$ cat src/rtl/tick_pkg.sv
package tick_pkg;
  localparam int unsigned CNT_W_DEF = 20;
  localparam int unsigned PER_W_DEF = 12;
  localparam int unsigned PRE_W_DEF = 4;
endpackage

$ cat src/rtl/tick_prescaler.sv
module tick_prescaler #(
  parameter int unsigned PRE_W = tick_pkg::PRE_W_DEF
) (
  input  logic clk,
  input  logic rst_n,
  input  logic run,
  output logic strobe
);
  localparam logic [PRE_W-1:0] LAST = '1;
  logic [PRE_W-1:0] phase;

  always_ff @(posedge clk or negedge rst_n) begin
    if (!rst_n)    phase <= '0;
    else if (!run) phase <= '0;
    else           phase <= phase + 1'b1;
  end

  assign strobe = run && (phase == LAST);
endmodule

$ cat src/rtl/tick_interval_ctr.sv
module tick_interval_ctr #(
  parameter int unsigned CNT_W = tick_pkg::CNT_W_DEF
) (
  input  logic             clk,
  input  logic             rst_n,
  input  logic             run,
  input  logic             step,
  input  logic [CNT_W-1:0] limit,
  output logic [CNT_W-1:0] count,
  output logic             wrap
);
  assign wrap = run && step && (count >= limit);

  always_ff @(posedge clk or negedge rst_n) begin
    if (!rst_n)       count <= '0;
    else if (!run)    count <= '0;
    else if (wrap)    count <= '0;
    else if (step)    count <= count + 1'b1;
  end
endmodule

$ cat src/rtl/tick_period_ctr.sv
module tick_period_ctr #(
  parameter int unsigned PER_W = tick_pkg::PER_W_DEF
) (
  input  logic             clk,
  input  logic             rst_n,
  input  logic             wrap,
  input  logic             rd,
  output logic [PER_W-1:0] periods
);
  localparam logic [PER_W-1:0] TOP = '1;
  logic [PER_W-1:0] base;

  always_comb base = rd ? '0 : periods;

  always_ff @(posedge clk or negedge rst_n) begin
    if (!rst_n)                     periods <= '0;
    else if (wrap && (base != TOP)) periods <= base + 1'b1;
    else                            periods <= base;
  end
endmodule

$ cat src/rtl/tick_timer.sv
module tick_timer #(
  parameter int unsigned CNT_W = tick_pkg::CNT_W_DEF,
  parameter int unsigned PER_W = tick_pkg::PER_W_DEF,
  parameter int unsigned PRE_W = tick_pkg::PRE_W_DEF
) (
  input  logic             clk,
  input  logic             rst_n,
  input  logic             mode_we,
  input  logic [CNT_W-1:0] mode_limit,
  input  logic             mode_run,
  input  logic             mode_irq_en,
  input  logic             value_rd,
  output logic [CNT_W-1:0] cur_count,
  output logic [PER_W-1:0] elapsed,
  output logic             tick_pending,
  output logic             irq
);
  logic [CNT_W-1:0] limit_q;
  logic             run_q;
  logic             ien_q;
  logic             step;
  logic             wrap;
  logic             pend_q;

  always_ff @(posedge clk or negedge rst_n) begin
    if (!rst_n) begin
      limit_q <= '0;
      run_q   <= 1'b0;
      ien_q   <= 1'b0;
    end else if (mode_we) begin
      limit_q <= mode_limit;
      run_q   <= mode_run;
      ien_q   <= mode_irq_en;
    end
  end

  tick_prescaler #(.PRE_W(PRE_W)) u_pre (
    .clk(clk), .rst_n(rst_n), .run(run_q), .strobe(step)
  );

  tick_interval_ctr #(.CNT_W(CNT_W)) u_ctr (
    .clk(clk), .rst_n(rst_n), .run(run_q), .step(step),
    .limit(limit_q), .count(cur_count), .wrap(wrap)
  );

  tick_period_ctr #(.PER_W(PER_W)) u_per (
    .clk(clk), .rst_n(rst_n), .wrap(wrap), .rd(value_rd), .periods(elapsed)
  );

  always_ff @(posedge clk or negedge rst_n) begin
    if (!rst_n)        pend_q <= 1'b0;
    else if (wrap)     pend_q <= 1'b1;
    else if (value_rd) pend_q <= 1'b0;
  end

  assign tick_pending = pend_q;
  assign irq          = pend_q && ien_q;
endmodule

$ cat config.mk
export PLATFORM = sky130hd
export DESIGN_NAME = tick_timer
export DESIGN_NICKNAME = d
export VERILOG_FILES = /design/src/rtl/tick_pkg.sv /design/src/rtl/tick_prescaler.sv /design/src/rtl/tick_interval_ctr.sv /design/src/rtl/tick_period_ctr.sv /design/src/rtl/tick_timer.sv
export SDC_FILE = /design/constraint.sdc
export NUM_CORES = 1
export LEC_CHECK = 0
export BUFFER_PORTS_ARGS = -buffer_cell sky130_fd_sc_hd__buf_2
export CORE_ASPECT_RATIO = 0.75
export CORE_UTILIZATION = 56
export CTS_CLUSTER_SIZE = 10
export DETAILED_ROUTE_END_ITERATION = 12
export GPL_TIMING_DRIVEN = 0
export HOLD_SLACK_MARGIN = 0.05
export PLACE_DENSITY = 0.8
export SLEW_MARGIN = 20
export SYNTH_ARGS = -nofsm -noshare
export SYNTH_HDL_FRONTEND = slang
export SYNTH_HIERARCHICAL = 1
export SYNTH_SLANG_ARGS = --single-unit
export TNS_END_PERCENT = 50
$ cat constraint.sdc
create_clock -name clk -period 3.07 [get_ports clk]
set_input_delay 0.614 -clock clk [delete_from_list [all_inputs] [get_ports clk]]
set_output_delay 0.614 -clock clk [all_outputs]
set_load 0.02 [all_outputs]
==> results.sh, run 1 <==
export IMPL_status="finished, final reports clean"
export IMPL_final_common_cell="dfrtp_1"
export IMPL_final_area_sq_um=4030
export IMPL_fin_setup_tns_ns=0
export IMPL_power_per_cell_area_nw_per_um2=420
export IMPL_drive_above_1_share=0.324
export IMPL_worst_path_max_fanout=8
export IMPL_drv_slew=0
export IMPL_clk_latency_ns=0.34
export IMPL_yosysUniqueCellTypes=54
export IMPL_cp_arrival_ns=3.06
export IMPL_ant_nets=0
export IMPL_cts_root_buf="clkbuf_8"
export IMPL_worstMarginPinSlew_ns=0.750
export IMPL_core_sq_um=5860
export IMPL_crit_required_ns=3.27
export IMPL_avgSynthCellArea_sq_um=10.7
export IMPL_io_pins=60
export IMPL_yosys_most_used_dff="dfrtp_1"
export IMPL_power_w=0.00169
export IMPL_grt_ovfl_total=0
export IMPL_grt_usage=0.257
export IMPL_layout_common_cells="dfrtp_1 (59), buf_2 (58), nand2_1 (32)"
export IMPL_multi_input_area_sq_um=1790
export IMPL_worst_path_max_delay_cell="dfrtp_1"
export IMPL_async_flop_share=1.00
export IMPL_core_rowCount=24
export IMPL_synth_edf_count=0
export IMPL_crit_type="flop to flop"
export IMPL_cts_hold_buf=0
export IMPL_clock_skew_ns=0.00876
export IMPL_max_slew_margin=0.500
export IMPL_htreeDepth=3
export IMPL_cts_sinks=59
export IMPL_endpoint_kind="flop"
export IMPL_max_cap_violations=0
export IMPL_die_area_sq_um=6450
export IMPL_grt_max_degree=60
export IMPL_die_h_um=69.8
export IMPL_finalSetupViolCount=0
export IMPL_post_dp_hpwl_mm=5.28
export IMPL_worstPathCellList="ha_1 > nand4_2 > nor3_2 > nand4_2 > o211ai_1 > and2_2 > and3_1 > nand3_2 > o311ai_1 > o41ai_1"
export IMPL_r2r_slack_ns=0.21
export IMPL_post_route_period_util=0.932
export IMPL_slowest_delay_ns=0.48
export IMPL_netlist_instances=321
export IMPL_ff_latch_area_sq_um=1480
export IMPL_numCtsBuffers=9
export IMPL_leakagePower_nw=1.96
export IMPL_numPortBuffers=59
export IMPL_vias_per_cell=5.84
export IMPL_grt_pass1_wl_mm=12.7
export IMPL_cpMostUsedCell="nand4_2"
export IMPL_yosysWarnings=6
export IMPL_hold_violations=0
export IMPL_first_global_vias=2634
export IMPL_synthesis_area_sq_um=3430
export IMPL_ctsResizeCount=0
export IMPL_hold_class="primary input to asynchronous set/reset pin"
export IMPL_cts_max_path_buffers=2
export IMPL_grt_antenna_before_repair=0
export IMPL_final_nets=440
export IMPL_post_drt_wl_per_cell_um=15.8
export IMPL_vias=2760
export IMPL_initial_core_util=0.587
export IMPL_start_kind="flop"
export IMPL_clk_pin_slew_ns=0.07
export IMPL_min_period_ns=2.86
export IMPL_r2r_start="u_ctr/count[16]"
export IMPL_pre_cts_slack_ns=0.169
export IMPL_post_route_util=0.687
export IMPL_n_antenna_cell=0
export IMPL_setup_slack_ns=0.208
export IMPL_fillers=473
export IMPL_synth_nets=370
export IMPL_timing_fmax_mhz=349
export IMPL_drtIter0Drc=215
export IMPL_cts_tree="done"
export IMPL_place_gp_congestion=0.878
export IMPL_yosysSeqAreaShare=0.430
export IMPL_first_pass_iters=4
export IMPL_routed_wl_mm=7.46
export IMPL_ys_ff_latch=59
export IMPL_worstSetupStartpoint="u_ctr/count[16]"
export IMPL_place_area_sq_um=3830
export IMPL_area_delta_synth_final_pct=17.2
export IMPL_rsz0062_at_grt="no"
export IMPL_drc=0
export IMPL_post_cts_setup_buffer_count=0
export IMPL_die_width_um=92.4
export IMPL_peakVddDrop_uv=270
-- worst paths after layout --
kind	end	cells after the start
worst max-delay path	u_per/periods[9]	10
worst min-delay path	limit_q[0]	1
worst max register to register	u_per/periods[9]	10
worst min register to register	u_pre/phase[0]	1
max in group asynchronous	u_ctr/count[5]	1
min in group clk	u_pre/phase[0]	1
-- state kept, by name (all words and copies together), names as in the netlist --
register and count:
run_q 1, tick_pending 1, limit_q 20, u_pre/phase 4, u_per/periods 12, u_ctr/count 20
ien_q 1
-- worst max-delay path: cells and delay by family (launching register included) --
kind / cells / cell delay (ns)
fa+ha+maj: 1 / 0.34
flops: 1 / 0.48
compound gates: 3 / 0.64
simple gates: 6 / 1.25
-- logic make-up (layout without fill, tap and decap cells) --
family	after synthesis	count (layout)	synth area share
and+or+nand+nor	115	115	0.192
AOI/OAI and AO/OA	61	61	0.150
DFF	59	59	0.430
buffers and inverters	33	107	0.0495
muxes	26	26	0.0842
adders and majority gates	23	23	0.0838
xor gates and xnor gates	4	4	0.0102
-- per-stage QoR --
step / hold slack, ns / cells
after floorplan: 0.318 / 321
after CTS: 0.368 / 473
final: 0.321 / 473
after global routing: 0.397 / 473
after global placement: 0.453 / 458
after detailed placement: 0.453 / 458
-- metal layers --
layer	routed length [um]	global-route usage	vias to the layer above
li1	-	-	1321
met1	3570	0.363	1345
met2	3370	0.376	83
met3	413	0.0669	11
met4	104	0.0990	0
met5	0	0	-
-- where the power goes --
| part | switching (W) | internal [W] |
|---|---|---|
| clock | 0.000296 | 0.000414 |
| sequential | 0.0000206 | 0.000813 |
| combinational | 0.0000801 | 0.0000665 |
| total | 0.000396 | 0.00129 |
-- area by class of cell --
| cell class | count | area share |
|---|---|---|
| tap | 78 | 0.0242 |
| multi-input combinational | 229 | 0.445 |
| sequential | 59 | 0.367 |
| inverter | 25 | 0.0233 |
| clock inverter | 2 | 0.00870 |
| timing repair buffer | 59 | 0.0740 |
| clock buffer | 13 | 0.0395 |
| buffer | 8 | 0.0190 |
-- synthesized netlist by cell type, types with 2 or more instances --
| cell | instances | area share |
|---|---|---|
| a21o_1 | 4 | 0.0087 |
| a21oi_1 | 15 | 0.022 |
| a221o_1 | 3 | 0.0087 |
| and2_1 | 7 | 0.013 |
| and3_1 | 4 | 0.0073 |
| buf_6 | 4 | 0.013 |
| clkbuf_1 | 3 | 0.0033 |
| dfrtp_1 | 59 | 0.43 |
| ha_1 | 23 | 0.084 |
| inv_1 | 25 | 0.027 |
| mux2_2 | 22 | 0.072 |
| mux2i_1 | 3 | 0.0087 |
| nand2_1 | 32 | 0.035 |
| nand2b_1 | 3 | 0.0055 |
| nand3_1 | 14 | 0.020 |
| nand3_2 | 7 | 0.020 |
| nand4_1 | 6 | 0.011 |
| nand4_2 | 4 | 0.015 |
| nor2_1 | 12 | 0.013 |
| nor2b_1 | 6 | 0.011 |
| nor3_1 | 3 | 0.0044 |
| nor3_2 | 2 | 0.0058 |
| o211ai_1 | 3 | 0.0066 |
| o21ai_0 | 8 | 0.012 |
| o311ai_0 | 3 | 0.0077 |
| o311ai_1 | 4 | 0.010 |
| o311ai_2 | 6 | 0.028 |
| o41ai_1 | 2 | 0.0051 |
| or3_1 | 6 | 0.011 |
| xor2_1 | 4 | 0.010 |
(Power assumes the default switching activity.)
==> inputs of run 2 (changes only) <==
- CORE_ASPECT_RATIO: 0.75 -> not set
==> run 2 against run 1 <==
Global-route usage shrank 1.5 points. Non-clock buffer count is the same. Core utilization shrank 0.73 points. Critical endpoint unchanged. Highest routed layer unchanged. Via count shrank 0.62%. First-iteration DRC count shrank 26%. Register-to-register slack gained 0.08 ns.
==> results.sh, run 2 (synthesis results as in run 1) <==
export IMPL_max_slew_margin=0.513
export IMPL_global_route_usage_met1=0.326
export IMPL_finalSetupViolCount=0
export IMPL_vias=2743
export IMPL_clock_skew_ns=0.00478
export IMPL_cp_arrival_ns=2.98
export IMPL_io_pins=60
export IMPL_core_sq_um=5920
export IMPL_power_per_cell_area_nw_per_um2=410
export IMPL_die_h_um=80.3
export IMPL_busiest_layer="met2"
export IMPL_die_area_sq_um=6450
export IMPL_min_period_ns=2.78
export IMPL_n_antenna_cell=0
export IMPL_cts_sinks=59
export IMPL_worstMarginPinSlew_ns=0.731
export IMPL_final_nets=440
export IMPL_area_delta_synth_final_pct=17.2
export IMPL_rsz0062_at_grt="no"
export IMPL_leakagePower_nw=1.97
export IMPL_endpoint_kind="flop"
export IMPL_ant_nets=0
export IMPL_clk_pin_slew_ns=0.06
export IMPL_start_kind="flop"
export IMPL_final_cells=471
export IMPL_drive_above_1_share=0.328
export IMPL_grt_max_degree=60
export IMPL_hold_violations=0
export IMPL_layout_common_cells="dfrtp_1 (58), buf_2 (58), nand2_1 (32)"
export IMPL_grtUsageMet3=0.0511
export IMPL_peakVddDrop_uv=295
export IMPL_numCtsBuffers=9
export IMPL_status="finished, final reports clean"
export IMPL_fillers=471
export IMPL_drtIter0Drc=160
export IMPL_worstPathCellList="ha_1 > nand4_2 > nor3_4 > nand4_2 > o211ai_1 > and2_2 > and3_1 > nand3_2 > o311ai_1 > o41ai_1"
export IMPL_first_pass_iters=4
export IMPL_r2r_cells=10
export IMPL_worst_path_max_delay_cell="dfrtp_1"
export IMPL_post_route_util=0.680
export IMPL_dpl_cell_count=455
export IMPL_cpMostUsedCell="nand4_2"
export IMPL_crit_required_ns=3.27
export IMPL_fin_setup_tns_ns=0
export IMPL_post_drt_wl_per_cell_um=15.1
export IMPL_r2r_slack_ns=0.29
export IMPL_grt_antenna_before_repair=0
export IMPL_place_gp_congestion=0.835
export IMPL_cts_hold_buf=0
export IMPL_max_cap_violations=0
export IMPL_routed_wl_mm=7.12
export IMPL_grt_pass1_wl_mm=11.7
export IMPL_r2r_start="u_ctr/count[18]"
export IMPL_holdWs_ns=0.354
export IMPL_setup_slack_ns=0.293
export IMPL_timing_fmax_mhz=360
export IMPL_r2r_end="u_per/periods[9]"
export IMPL_drv_slew=0
export IMPL_cts_tree="done"
export IMPL_vias_per_cell=5.82
export IMPL_post_route_period_util=0.905
export IMPL_crit_type="flop to flop"
export IMPL_hold_class="primary input to asynchronous set/reset pin"
export IMPL_initial_core_util=0.580
export IMPL_cts_max_path_buffers=2
export IMPL_pre_cts_slack_ns=0.159
export IMPL_ff_latch_area_sq_um=1480
export IMPL_grtUsageMet2=0.385
export IMPL_slowest_delay_ns=0.46
export IMPL_numPortBuffers=59
export IMPL_grt_ovfl_total=0
export IMPL_reg_top3="limit_q: 20 flops, u_ctr/count: 20 flops, u_per/periods: 12 flops"
export IMPL_drc=0
export IMPL_multi_input_area_sq_um=1800
export IMPL_htreeDepth=3
export IMPL_post_dp_hpwl_mm=5.21
export IMPL_clk_latency_ns=0.33
export IMPL_core_rowCount=28
export IMPL_grt_usage=0.242
export IMPL_worst_path_max_fanout=8
export IMPL_die_width_um=80.3
export IMPL_first_global_vias=2493
export IMPL_cts_root_buf="clkbuf_8"
-- run 2: changes by cell type in the layout (fill, tap and decap cells not counted) --
| cell | previous run | this run |
|---|---|---|
| nor3_4 | 0 | 1 |
| nor3_2 | 2 | 1 |
| dfrtp_1 | 59 | 58 |
| dfrtp_2 | 0 | 1 |
| clkbuf_8 | 11 | 13 |
| bufinv_16 | 1 | 0 |
-- run 2: critical path: cells and delay by family (launching register included) --
family / cells / cell delay, ns
AND/OR/NAND/NOR: 6 / 1.20
AO/OA/AOI/OAI: 3 / 0.62
flip-flops: 1 / 0.46
adder cells (fa/ha/maj): 1 / 0.35
-- run 2: worst max path at each step --
stage                         start  slack [ns]               end
CTS                 u_ctr/count[16]        0.18  u_per/periods[9]
floorplan           u_ctr/count[16]        0.50  u_per/periods[9]
finish              u_ctr/count[18]        0.29  u_per/periods[9]
global route        u_ctr/count[18]       0.006  u_per/periods[9]
detailed placement  u_ctr/count[16]        0.16  u_per/periods[9]
global placement    u_ctr/count[16]        0.26  u_per/periods[9]
-- run 2: report_power, final --
group | internal [W] | switching [W]
sequential | 0.000813 | 0.0000210
clock | 0.000381 | 0.000290
combinational | 0.0000673 | 0.0000788
-- run 2: stage by stage --
stage                     power (W)  instance area [sq um]
after global placement     0.000985                   3820
final                       0.00165                   4030
after detailed placement   0.000996                   3830
after global routing        0.00173                   4030
after floorplan            0.000935                   3430
after CTS                   0.00167                   4020
-- run 2: repair_timing --
item,CTS,global route
gates resized for setup,0,3
setup endpoints to repair,0,4
buffers inserted,0,0
endpoints found under the hold margin,0,0
-- run 2: layer usage --
| layer | up-vias | share of wire | wire length, um |
|---|---|---|---|
| met5 | - | 0 | 0 |
| met4 | 0 | 0.0065 | 46 |
| met3 | 4 | 0.052 | 367 |
| met2 | 67 | 0.48 | 3420 |
| met1 | 1359 | 0.46 | 3280 |
| li1 | 1313 | - | - |
-- run 2: layout make-up --
class,count,area share
clock buffer,15,0.0463
sequential,59,0.367
clock inverter,1,0.00124
multi-input combinational,229,0.446
inverter,25,0.0233
buffer,8,0.0190
tap,75,0.0233
timing repair buffer,59,0.0740
==> inputs of run 3 (changes only) <==
- CORE_MARGIN: not set -> 5
- GPL_TIMING_DRIVEN: 0 -> not set
==> run 3 against run 2 <==
Register-to-register slack lost 0.02 ns. Fmax down 0.63%. Critical path depth stayed put. Core utilization shrank 1.8 points. Final area is 2.1% lower. Via count fell by 0.73%. Largest cell class unchanged. Highest routed layer unchanged.
==> results.sh, run 3 (synthesis results as in run 1) <==
export IMPL_status="finished, final reports clean"
export IMPL_routed_wl_mm=7.48
export IMPL_finalSetupViolCount=0
export IMPL_post_route_period_util=0.910
export IMPL_numPortBuffers=59
export IMPL_crit_required_ns=3.27
export IMPL_die_h_um=88.3
export IMPL_cts_root_buf="clkbuf_8"
export IMPL_dpl_cell_count=453
export IMPL_htreeDepth=3
export IMPL_grt_pass1_wl_mm=12.6
export IMPL_cts_tree="done"
export IMPL_final_common_cell="dfrtp_1"
export IMPL_drtIter0Drc=244
export IMPL_max_cap_violations=0
export IMPL_grt_ovfl_total=0
export IMPL_pre_cts_slack_ns=0.314
export IMPL_grt_max_degree=47
export IMPL_grtUsageMet2=0.335
export IMPL_timing_fmax_mhz=358
export IMPL_reg_top3="limit_q: 20 flops, u_ctr/count: 20 flops, u_per/periods: 12 flops"
export IMPL_area_delta_synth_final_pct=14.8
export IMPL_start_kind="flop"
export IMPL_place_gp_congestion=0.867
export IMPL_crit_type="flop to flop"
export IMPL_slowest_delay_ns=0.44
export IMPL_vias=2723
export IMPL_numCtsBuffers=9
export IMPL_clock_skew_ns=0.00855
export IMPL_n_antenna_cell=0
export IMPL_post_cts_setup_buffer_count=0
export IMPL_final_area_sq_um=3940
export IMPL_min_period_ns=2.79
export IMPL_fin_setup_tns_ns=0
export IMPL_worstMarginPinSlew_ns=0.624
export IMPL_clk_pin_slew_ns=0.06
export IMPL_die_width_um=88.3
export IMPL_busiest_layer="met2"
export IMPL_power_w=0.00156
export IMPL_vias_per_cell=5.84
export IMPL_io_pins=60
export IMPL_core_rowCount=28
export IMPL_worst_path_max_fanout=8
export IMPL_ant_nets=0
export IMPL_first_pass_iters=4
export IMPL_cts_hold_buf=0
export IMPL_place_area_sq_um=3790
export IMPL_core_sq_um=5960
export IMPL_initial_core_util=0.577
export IMPL_drc=0
export IMPL_rsz0062_at_grt="no"
export IMPL_cp_arrival_ns=3.00
export IMPL_grtUsageMet3=0.0382
export IMPL_clk_latency_ns=0.34
export IMPL_endpoint_kind="flop"
export IMPL_layout_common_cells="dfrtp_1 (59), buf_2 (58), nand2_1 (32)"
export IMPL_hold_violations=0
export IMPL_peakVddDrop_uv=309
export IMPL_worstPathCellList="ha_1 > nand4_2 > nor3_2 > nand4_2 > o211ai_1 > and2_1 > and3_1 > nand3_2 > o211ai_1 > o31ai_1"
export IMPL_post_dp_hpwl_mm=5.40
export IMPL_grt_antenna_before_repair=0
export IMPL_ctsResizeCount=0
export IMPL_post_drt_wl_per_cell_um=16.0
export IMPL_first_global_vias=2694
export IMPL_final_cells=466
export IMPL_die_area_sq_um=7800
export IMPL_drv_slew=0
export IMPL_grt_usage=0.206
export IMPL_final_nets=438
export IMPL_drive_above_1_share=0.320
export IMPL_setup_slack_ns=0.275
export IMPL_cts_max_path_buffers=2
export IMPL_leakagePower_nw=1.93
export IMPL_hold_class="primary input to asynchronous set/reset pin"
export IMPL_cts_sinks=59
export IMPL_max_slew_margin=0.584
export IMPL_power_per_cell_area_nw_per_um2=396
export IMPL_global_route_usage_met1=0.275
export IMPL_worst_path_max_delay_cell="dfrtp_1"
-- run 3: power breakdown --
part	leakage, nW	total (W)	internal (W)	switching [W]
Combinational	1.09	0.000146	0.0000668	0.0000790
Clock	0.0754	0.000581	0.000302	0.000278
Sequential	0.772	0.000834	0.000813	0.0000206
Total	1.93	0.00156	0.00118	0.000378
-- run 3: path summary, 6_finish.rpt --
path | startpoint | endpoint | slack [ns] | cells after the start
worst max register to register | u_ctr/count[17] | u_per/periods[7] | 0.28 | 10
worst min-delay path | rst_n | u_per/periods[9] | 0.28 | 1
worst max-delay path | u_ctr/count[17] | u_per/periods[7] | 0.28 | 10
min in group clk | u_pre/phase[0] | u_pre/phase[0] | 0.46 | 1
worst min register to register | u_pre/phase[0] | u_pre/phase[0] | 0.46 | 1
max in group asynchronous | rst_n | tick_pending | 2.20 | 2
-- run 3: cell type report --
type                            count  area, sq um
Clock buffer                       13          149
Tap cell                           75         93.8
Inverter                           25         93.8
Timing Repair Buffer               65          343
Fill cell                         517         2010
Sequential cell                    59         1480
Multi-Input combinational cell    229         1790
-- run 3: stage by stage --
stage          utilization  hold WS, ns
2_1_floorplan            -        0.318
3_3_place_gp         0.637        0.451
3_5_place_dp         0.637        0.458
4_1_cts              0.662        0.467
5_1_grt              0.662        0.333
6_report             0.662        0.277
-- run 3: per-layer routing --
layer,vias up,wire [um]
met1,1327,3290
met3,10,494
met2,78,3590
met4,0,99
li1,1308,-
met5,-,0
-- run 3: worst max-delay path: cells and delay by family (launching register included) --
| kind | cells | cell delay, ns |
|---|---|---|
| simple gates | 6 | 1.27 |
| compound gates | 3 | 0.61 |
| flops | 1 | 0.44 |
| fa+ha+maj | 1 | 0.35 |
